[src/rtl/ilk_pkg.sv]
package ilk_pkg;
    typedef enum logic [1:0] {
        UC_ALU  = 2'd0,
        UC_FADD = 2'd1,
        UC_MUL  = 2'd2,
        UC_DIV  = 2'd3
    } unit_cls_e;

    localparam int unsigned N_CLS = 4;

    function automatic int unsigned max_of4(input int unsigned a, input int unsigned b,
                                            input int unsigned c, input int unsigned d);
        int unsigned m;
        m = a;
        if (b > m) m = b;
        if (c > m) m = c;
        if (d > m) m = d;
        return m;
    endfunction
endpackage

[src/rtl/ilk_reg_track.sv]
module ilk_reg_track #(
    parameter int unsigned NUM_REGS = 32,
    parameter int unsigned CNT_W    = 5,
    localparam int unsigned IDX_W   = $clog2(NUM_REGS)
) (
    input  logic             clk,
    input  logic             rst_n,
    input  logic             rd_a_en,
    input  logic [IDX_W-1:0] rd_a_idx,
    input  logic             rd_b_en,
    input  logic [IDX_W-1:0] rd_b_idx,
    input  logic             wr_en,
    input  logic [IDX_W-1:0] wr_idx,
    input  logic [CNT_W-1:0] new_lat,
    input  logic             commit,
    output logic             raw_hit,
    output logic             waw_hit
);
    typedef struct packed {
        logic [NUM_REGS-1:0][CNT_W-1:0] cnt;
    } track_t;

    track_t st_d, st_q;

    always_comb begin
        st_d = st_q;
        for (int r = 0; r < NUM_REGS; r++) begin
            if (st_q.cnt[r] != '0) begin
                st_d.cnt[r] = st_q.cnt[r] - 1'b1;
            end
            if (commit && wr_en && (wr_idx == IDX_W'(r))) begin
                st_d.cnt[r] = new_lat;
            end
        end
    end

    always_ff @(posedge clk or negedge rst_n) begin
        if (!rst_n) begin
            st_q <= '0;
        end else begin
            st_q <= st_d;
        end
    end

    logic raw_a, raw_b;
    assign raw_a   = rd_a_en && (st_q.cnt[rd_a_idx] != '0);
    assign raw_b   = rd_b_en && (st_q.cnt[rd_b_idx] != '0);
    assign raw_hit = raw_a || raw_b;
    assign waw_hit = wr_en && (st_q.cnt[wr_idx] > new_lat);
endmodule

[src/rtl/ilk_wb_slots.sv]
module ilk_wb_slots #(
    parameter int unsigned SLOT_N = 25,
    parameter int unsigned LAT_W  = 5
) (
    input  logic             clk,
    input  logic             rst_n,
    input  logic             wr_en,
    input  logic [LAT_W-1:0] slot_idx,
    input  logic             commit,
    output logic             port_hit
);
    typedef struct packed {
        logic [SLOT_N-1:0] res;
    } slots_t;

    localparam logic [SLOT_N-1:0] ONE = SLOT_N'(1);

    slots_t            st_d, st_q;
    logic [SLOT_N-1:0] claimed;

    always_comb begin
        claimed = st_q.res;
        if (commit && wr_en) begin
            claimed = st_q.res | (ONE << slot_idx);
        end
        st_d.res = claimed >> 1;
    end

    always_ff @(posedge clk or negedge rst_n) begin
        if (!rst_n) begin
            st_q <= '0;
        end else begin
            st_q <= st_d;
        end
    end

    assign port_hit = wr_en && st_q.res[slot_idx];
endmodule

[src/rtl/ilk_unit_gate.sv]
module ilk_unit_gate #(
    parameter int unsigned N_CLS          = 4,
    parameter int unsigned BUSY_W         = 5,
    parameter int unsigned II_TAB [N_CLS] = '{1, 1, 1, 25}
) (
    input  logic             clk,
    input  logic             rst_n,
    input  logic [N_CLS-1:0] cls_oh,
    input  logic             commit,
    output logic             struct_hit
);
    logic [N_CLS-1:0] busy;

    for (genvar g = 0; g < N_CLS; g++) begin : g_cls
        if (II_TAB[g] > 1) begin : g_timer
            logic [BUSY_W-1:0] left_d, left_q;

            always_comb begin
                left_d = left_q;
                if (left_q != '0) begin
                    left_d = left_q - 1'b1;
                end
                if (commit && cls_oh[g]) begin
                    left_d = BUSY_W'(II_TAB[g] - 1);
                end
            end

            always_ff @(posedge clk or negedge rst_n) begin
                if (!rst_n) begin
                    left_q <= '0;
                end else begin
                    left_q <= left_d;
                end
            end

            assign busy[g] = (left_q != '0);
        end else begin : g_free
            assign busy[g] = 1'b0;
        end
    end

    assign struct_hit = |(busy & cls_oh);
endmodule

[src/rtl/ilk_issue_interlock.sv]
module ilk_issue_interlock #(
    parameter int unsigned NUM_REGS = 32,
    parameter int unsigned LAT_ALU  = 0,
    parameter int unsigned LAT_FADD = 3,
    parameter int unsigned LAT_MUL  = 6,
    parameter int unsigned LAT_DIV  = 24,
    parameter int unsigned II_ALU   = 1,
    parameter int unsigned II_FADD  = 1,
    parameter int unsigned II_MUL   = 1,
    parameter int unsigned II_DIV   = 25
) (
    input  logic                        clk,
    input  logic                        rst_n,
    input  logic                        in_valid,
    input  logic [1:0]                  in_cls,
    input  logic [$clog2(NUM_REGS)-1:0] in_dst,
    input  logic [$clog2(NUM_REGS)-1:0] in_src_a,
    input  logic [$clog2(NUM_REGS)-1:0] in_src_b,
    input  logic                        in_rd_a,
    input  logic                        in_rd_b,
    input  logic                        in_wr,
    output logic                        issue,
    output logic                        stall
);
    import ilk_pkg::*;

    localparam int unsigned LAT_TAB [N_CLS] = '{LAT_ALU, LAT_FADD, LAT_MUL, LAT_DIV};
    localparam int unsigned II_TAB  [N_CLS] = '{II_ALU, II_FADD, II_MUL, II_DIV};
    localparam int unsigned MAX_LAT = max_of4(LAT_ALU, LAT_FADD, LAT_MUL, LAT_DIV);
    localparam int unsigned MAX_II  = max_of4(II_ALU, II_FADD, II_MUL, II_DIV);
    localparam int unsigned SLOT_N  = MAX_LAT + 1;
    localparam int unsigned LAT_W   = (SLOT_N < 2) ? 1 : $clog2(SLOT_N);
    localparam int unsigned BUSY_W  = (MAX_II < 2) ? 1 : $clog2(MAX_II);

    logic [LAT_W-1:0] lat_sel;
    logic [N_CLS-1:0] cls_oh;
    logic             raw_hit, waw_hit, port_hit, struct_hit;
    logic             hazard;

    always_comb begin
        lat_sel = LAT_W'(LAT_TAB[in_cls]);
        cls_oh  = N_CLS'(1) << in_cls;
    end

    ilk_reg_track #(
        .NUM_REGS (NUM_REGS),
        .CNT_W    (LAT_W)
    ) u_track (
        .clk      (clk),
        .rst_n    (rst_n),
        .rd_a_en  (in_rd_a),
        .rd_a_idx (in_src_a),
        .rd_b_en  (in_rd_b),
        .rd_b_idx (in_src_b),
        .wr_en    (in_wr),
        .wr_idx   (in_dst),
        .new_lat  (lat_sel),
        .commit   (issue),
        .raw_hit  (raw_hit),
        .waw_hit  (waw_hit)
    );

    ilk_wb_slots #(
        .SLOT_N   (SLOT_N),
        .LAT_W    (LAT_W)
    ) u_slots (
        .clk      (clk),
        .rst_n    (rst_n),
        .wr_en    (in_wr),
        .slot_idx (lat_sel),
        .commit   (issue),
        .port_hit (port_hit)
    );

    ilk_unit_gate #(
        .N_CLS      (N_CLS),
        .BUSY_W     (BUSY_W),
        .II_TAB     (II_TAB)
    ) u_gate (
        .clk        (clk),
        .rst_n      (rst_n),
        .cls_oh     (cls_oh),
        .commit     (issue),
        .struct_hit (struct_hit)
    );

    assign hazard = raw_hit || waw_hit || port_hit || struct_hit;
    assign stall  = in_valid && hazard;
    assign issue  = in_valid && !hazard;
endmodule

[config.mk]
export PLATFORM = sky130hd
export DESIGN_NAME = ilk_issue_interlock
export DESIGN_NICKNAME = d
export VERILOG_FILES = /design/src/rtl/ilk_pkg.sv /design/src/rtl/ilk_reg_track.sv /design/src/rtl/ilk_wb_slots.sv /design/src/rtl/ilk_unit_gate.sv /design/src/rtl/ilk_issue_interlock.sv
export SDC_FILE = /design/constraint.sdc
export NUM_CORES = 1
export LEC_CHECK = 0
export ABC_AREA = 1
export BUFFER_PORTS_ARGS = -buffer_cell sky130_fd_sc_hd__buf_2
export CAP_MARGIN = 20
export CORE_ASPECT_RATIO = 1.75
export CORE_MARGIN = 2
export CORE_UTILIZATION = 50
export CTS_CLUSTER_SIZE = 25
export DETAILED_ROUTE_END_ITERATION = 7
export PLACE_DENSITY = 0.68
export SLEW_MARGIN = 15
export SYNTH_ARGS = -nofsm -noshare
export SYNTH_HDL_FRONTEND = slang
export SYNTH_SLANG_ARGS = --single-unit
export TNS_END_PERCENT = 50
[constraint.sdc]
create_clock -name clk -period 3.4 [get_ports clk]
set_input_delay 0.34 -clock clk [delete_from_list [all_inputs] [get_ports clk]]
set_output_delay 0.34 -clock clk [all_outputs]
set_load 0.02 [all_outputs]
==> results_tabular.tex <==
\begin{tabular}{lr}
\hline
Metric & Value \\
\hline
\multicolumn{2}{l}{\textbf{Global route}} \\
\quad Pin count of the biggest net entering global routing & 87 \\
\quad GRT Residual Overflow & 0 \\
\quad Global routing's busiest layer & met2 \\
\quad GR Layer Usage met2 & 57.2\% \\
\quad Via count of the first global-routing pass & 14088 \\
\quad First-pass GRT wire length & 74.2 mm \\
\quad Overall Global Routing Usage & 33.7\% \\
\quad Number of antenna violations at the first check in global routing & 0 \\
\quad Routing usage on met1 & 36.4\% \\
\quad Met3 demand-to-capacity share in global routing & 6.04\% \\
\multicolumn{2}{l}{\textbf{Pwr}} \\
\quad Part of the power in the clock network & 14.2\% \\
\quad Power Density & 850 nW/µm² \\
\quad Internal power summed over all cells & 7.51 mW \\
\quad Final Power & 14.2 mW \\
\quad Share of power burned in registers & 30.1\% \\
\quad Switching part of the total & 46.9\% \\
\quad Leakage power & 8.65 nW \\
\quad Switching power & 6.65 mW \\
\quad Comb power frac & 55.7\% \\
\quad Worst VDD drop & 479 µV \\
\multicolumn{2}{l}{\textbf{Die}} \\
\quad DIE WIDTH & 130 µm \\
\quad Std-Cell Rows & 80 \\
\quad \# IOs & 25 \\
\quad Die extent in y & 224 µm \\
\quad Core Region & 27200 µm² \\
\quad Starting density of the core & 50.8\% \\
\quad Die ar. & 29100 µm² \\
\multicolumn{2}{l}{\textbf{Synthesis}} \\
\quad Instance count of the mapped netlist & 1959 \\
\quad Part of the Yosys area used for sequential elements & 34.2\% \\
\quad Dominant cells by area after synthesis & sky130\_fd\_sc\_hd\_\_dfrtp\_1, sky130\_fd\_sc\_hd\_\_nand2\_1, sky130\_fd\_sc\_hd\_\_inv\_1, sky130\_fd\_sc\_hd\_\_ha\_1, sky130\_fd\_sc\_hd\_\_nand3\_1 \\
\quad Cell area after synthesis & 13800 µm² \\
\quad Mean instance size in the synthesized netlist & 7.06 µm² \\
\quad Syn Nets & 2059 \\
\quad Portion of synthesized cell area occupied by the leading cell type & 34.2\% \\
\quad Flop and latch count out of synthesis & 189 \\
\quad Warnings, synthesis & 0 \\
\quad Count of cell types in the netlist & 42 \\
\quad Cell accounting for the most synthesized area & sky130\_fd\_sc\_hd\_\_dfrtp\_1 \\
\multicolumn{2}{l}{\textbf{Drt}} \\
\quad Post-detailed-route DRC marker count & 6 \\
\quad Total number of vias & 14311 \\
\quad First DRT Iteration DRCs & 1265 \\
\quad Number of detailed-route iterations in the first pass & 8 \\
\quad Count of antenna-violating nets left after detailed routing & 0 \\
\quad Via count normalized by instance count & 5.82 \\
\quad Final wirelength & 49.2 mm \\
\quad Per-cell routed wire length & 20.0 µm \\
\multicolumn{2}{l}{\textbf{Cells and area}} \\
\quad Share of post-route cells with drive strength above 1 & 16.5\% \\
\quad Area growth from synthesis to layout & 20.5\% \\
\quad Number of non-filler instances in the completed layout & 2457 \\
\quad Layout Utilization & 61.2\% \\
\quad Inserted Diodes & 0 \\
\quad Net count, final & 2175 \\
\multicolumn{2}{l}{\textbf{Timing}} \\
\quad Final period util & 107\% \\
\quad RSZ-0062 raised after global routing & yes \\
\quad Fin crit period & 3.64 ns \\
\quad Max\_slew headroom & 40.4\% \\
\quad Post-route clock skew & 0.0116 ns \\
\quad Minimum setup slack in the final design & -0.241 ns \\
\quad Total of endpoints with negative setup slack in the final report & 133 \\
\quad Peak Freq & 275 MHz \\
\quad Worst-margin pin slew & 0.887 ns \\
\quad Pins Over Slew Limit & 0 \\
\quad Number of hold violations in the final report & 0 \\
\multicolumn{2}{l}{\textbf{Critical path}} \\
\quad Worst Path Class, Setup & input pin to output port \\
\quad Critical path peak fanout & 18 \\
\quad Data required time of the critical path & 3.06 ns \\
\quad Kind of launch point of the worst setup path & input pin \\
\quad Arrival time at the worst endpoint & 3.30 ns \\
\quad Worst Setup End Kind & output port \\
\multicolumn{2}{l}{\textbf{Clocking}} \\
\quad Worst skew pair latency & 0.47 ns \\
\quad CTS tree & yes \\
\quad Cts bufs inserted & 17 \\
\quad Level count of the clock H-tree & 4 \\
\quad Clock-pin transition on the worst setup and hold timing paths & 0.07 ns \\
\quad Clock tree buffer depth & 2 \\
\quad Number of clock sinks seen by CTS & 189 \\
\quad Cell at the root of the clock tree & sky130\_fd\_sc\_hd\_\_clkbuf\_16 \\
\multicolumn{2}{l}{\textbf{Placed design}} \\
\quad Cell count after placement & 2384 \\
\quad \# port buffers & 24 \\
\quad Detailed placement HPWL & 33.9 mm \\
\quad Routability cong. & 0.974 \\
\multicolumn{2}{l}{\textbf{Job}} \\
\quad Number of max-capacitance violations reported & 0 \\
\multicolumn{2}{l}{\textbf{Hold path}} \\
\quad Type of the most critical hold path & input pin to flop \\
\multicolumn{2}{l}{\textbf{Outcome}} \\
\quad Result of the run & finished with violations \\
\quad Failing checks & DRC, setup timing \\
\hline
\end{tabular}
==> metal layers <==
metal | share of wire [%] | vias up
met5 | 0 | -
met4 | 9.3 | 0
met3 | 7.2 | 252
met2 | 49 | 638
met1 | 35 | 6720
li1 | - | 6701
==> cells in the final DEF (no fill, tap or decap), types with 16 or more instances in the layout <==
cell,count
sky130_fd_sc_hd__a21oi_1,32
sky130_fd_sc_hd__a31oi_1,43
sky130_fd_sc_hd__buf_12,16
sky130_fd_sc_hd__buf_2,20
sky130_fd_sc_hd__buf_4,111
sky130_fd_sc_hd__clkbuf_16,22
sky130_fd_sc_hd__dfrtp_1,189
sky130_fd_sc_hd__ha_1,77
sky130_fd_sc_hd__inv_1,247
sky130_fd_sc_hd__inv_2,28
sky130_fd_sc_hd__mux2i_1,25
sky130_fd_sc_hd__nand2_1,459
sky130_fd_sc_hd__nand2_2,43
sky130_fd_sc_hd__nand3_1,184
sky130_fd_sc_hd__nand3_2,17
sky130_fd_sc_hd__nand3_4,16
sky130_fd_sc_hd__nand4_1,36
sky130_fd_sc_hd__nor2_1,134
sky130_fd_sc_hd__nor3_1,52
sky130_fd_sc_hd__o21ai_0,63
sky130_fd_sc_hd__o21ai_1,54
sky130_fd_sc_hd__o22ai_1,41
sky130_fd_sc_hd__xor2_1,62
==> sequential cells by signal, indices dropped and copies added, names as in the netlist <==
| signal | flops |
|---|---|
| u_track.st_q | 160 |
| u_slots.st_q | 24 |
| u_gate.g_cls.g_timer.left_q | 5 |
==> logic make-up after synthesis <==
kind of cell	count (synthesis)	synth area share (%)
xor gates and xnor gates	63	3.99
adders and majority gates	77	6.96
muxes	25	1.81
AOI/OAI and AO/OA	293	12.5
DFF	189	34.2
and+or+nand+nor	959	30.4
buffers and inverters	353	10.2
==> power by group through the flow <==
stage	clock (mW)	sequential (mW)	combinational, mW
floorplan	0	4.02	5.36
global placement	0	4.25	6.88
detailed placement	0	4.26	7.09
CTS	2.03	4.23	7.43
global route	2.11	4.38	8.90
finish	2.01	4.27	7.88
==> cells in the mapped netlist (all sizes together) <==
cell type	count
a31oi	43
o211ai	2
a22o	2
mux2i	25
a21boi	1
nor4	8
a221oi	4
nor3b	1
xnor2	1
nand4	36
a21oi	34
inv	277
ha	77
nand2	505
clkbuf	43
or2	2
clkinv	1
nor2	138
o21ai	122
o22ai	49
o31ai	2
buf	32
a22oi	14
a41oi	1
dfrtp	189
o221ai	15
nor3	52
o2111ai	2
o32ai	1
nand3	217
xor2	62
o21bai	1
==> critical path: stages <==
cell and delay, ns:
sky130_fd_sc_hd__buf_2 0.11, sky130_fd_sc_hd__inv_1 0.08, sky130_fd_sc_hd__nor2_1 0.08, sky130_fd_sc_hd__inv_1 0.13, sky130_fd_sc_hd__buf_12 0.18, sky130_fd_sc_hd__buf_4 0.14
sky130_fd_sc_hd__o22ai_1 0.06, sky130_fd_sc_hd__o21ai_0 0.44, sky130_fd_sc_hd__a41oi_2 0.18, sky130_fd_sc_hd__ha_1 0.33, sky130_fd_sc_hd__nand4_1 0.15, sky130_fd_sc_hd__buf_4 0.18
sky130_fd_sc_hd__o21ai_2 0.12, sky130_fd_sc_hd__nand2_1 0.07, sky130_fd_sc_hd__a21boi_2 0.18, sky130_fd_sc_hd__nand3_2 0.14, sky130_fd_sc_hd__nor2_4 0.14, sky130_fd_sc_hd__buf_12 0.13
sky130_fd_sc_hd__buf_8 0.10
==> cell type report <==
type | count | area (µm²)
clock buffer | 18 | 439
clock inverter | 14 | 135
fill | 2559 | 10600
inverter | 278 | 1050
multi-input combinational | 1417 | 8150
sequential | 189 | 4730
tap | 369 | 462
timing repair buffer | 172 | 1700
==> repair_timing <==
item                                   in CTS  in global routing
endpoints found under the hold margin      83                  0
buffers inserted                           19                 17
hold buffers                                1                  0
resized for setup                          76                104
pin swaps                                  30                 60
cloned                                      4                  6
setup endpoints to repair                 171                173
==> final timing paths <==
kind,startpoint,endpoint,slack (ns),depth (start not counted)
worst max-delay path,in_dst[0],issue,-0.24,19
worst min-delay path,in_cls[0],u_slots.st_q[18],0.30,4
worst max register to register,u_track.st_q[123],u_track.st_q[74],-0.20,22
worst min register to register,u_slots.st_q[8],u_slots.st_q[7],0.35,0
max in group asynchronous,rst_n,u_slots.st_q[18],2.03,3
min in group asynchronous,rst_n,u_track.st_q[131],0.50,2
==> per-stage QoR <==
step                cell area [µm²]  hold slack [ns]  TNS (ns)  worst slack (ns)
floorplan                     13800           0.0444         0           0.00859
global placement              15000            0.335    -58.50            -0.397
detailed placement            15000            0.336    -89.38            -0.599
CTS                           16000            0.293    -0.189           -0.0934
global route                  16700            0.304    -25.68            -0.296
finish                        16700            0.300    -12.71            -0.241
(Power assumes the default switching activity.)
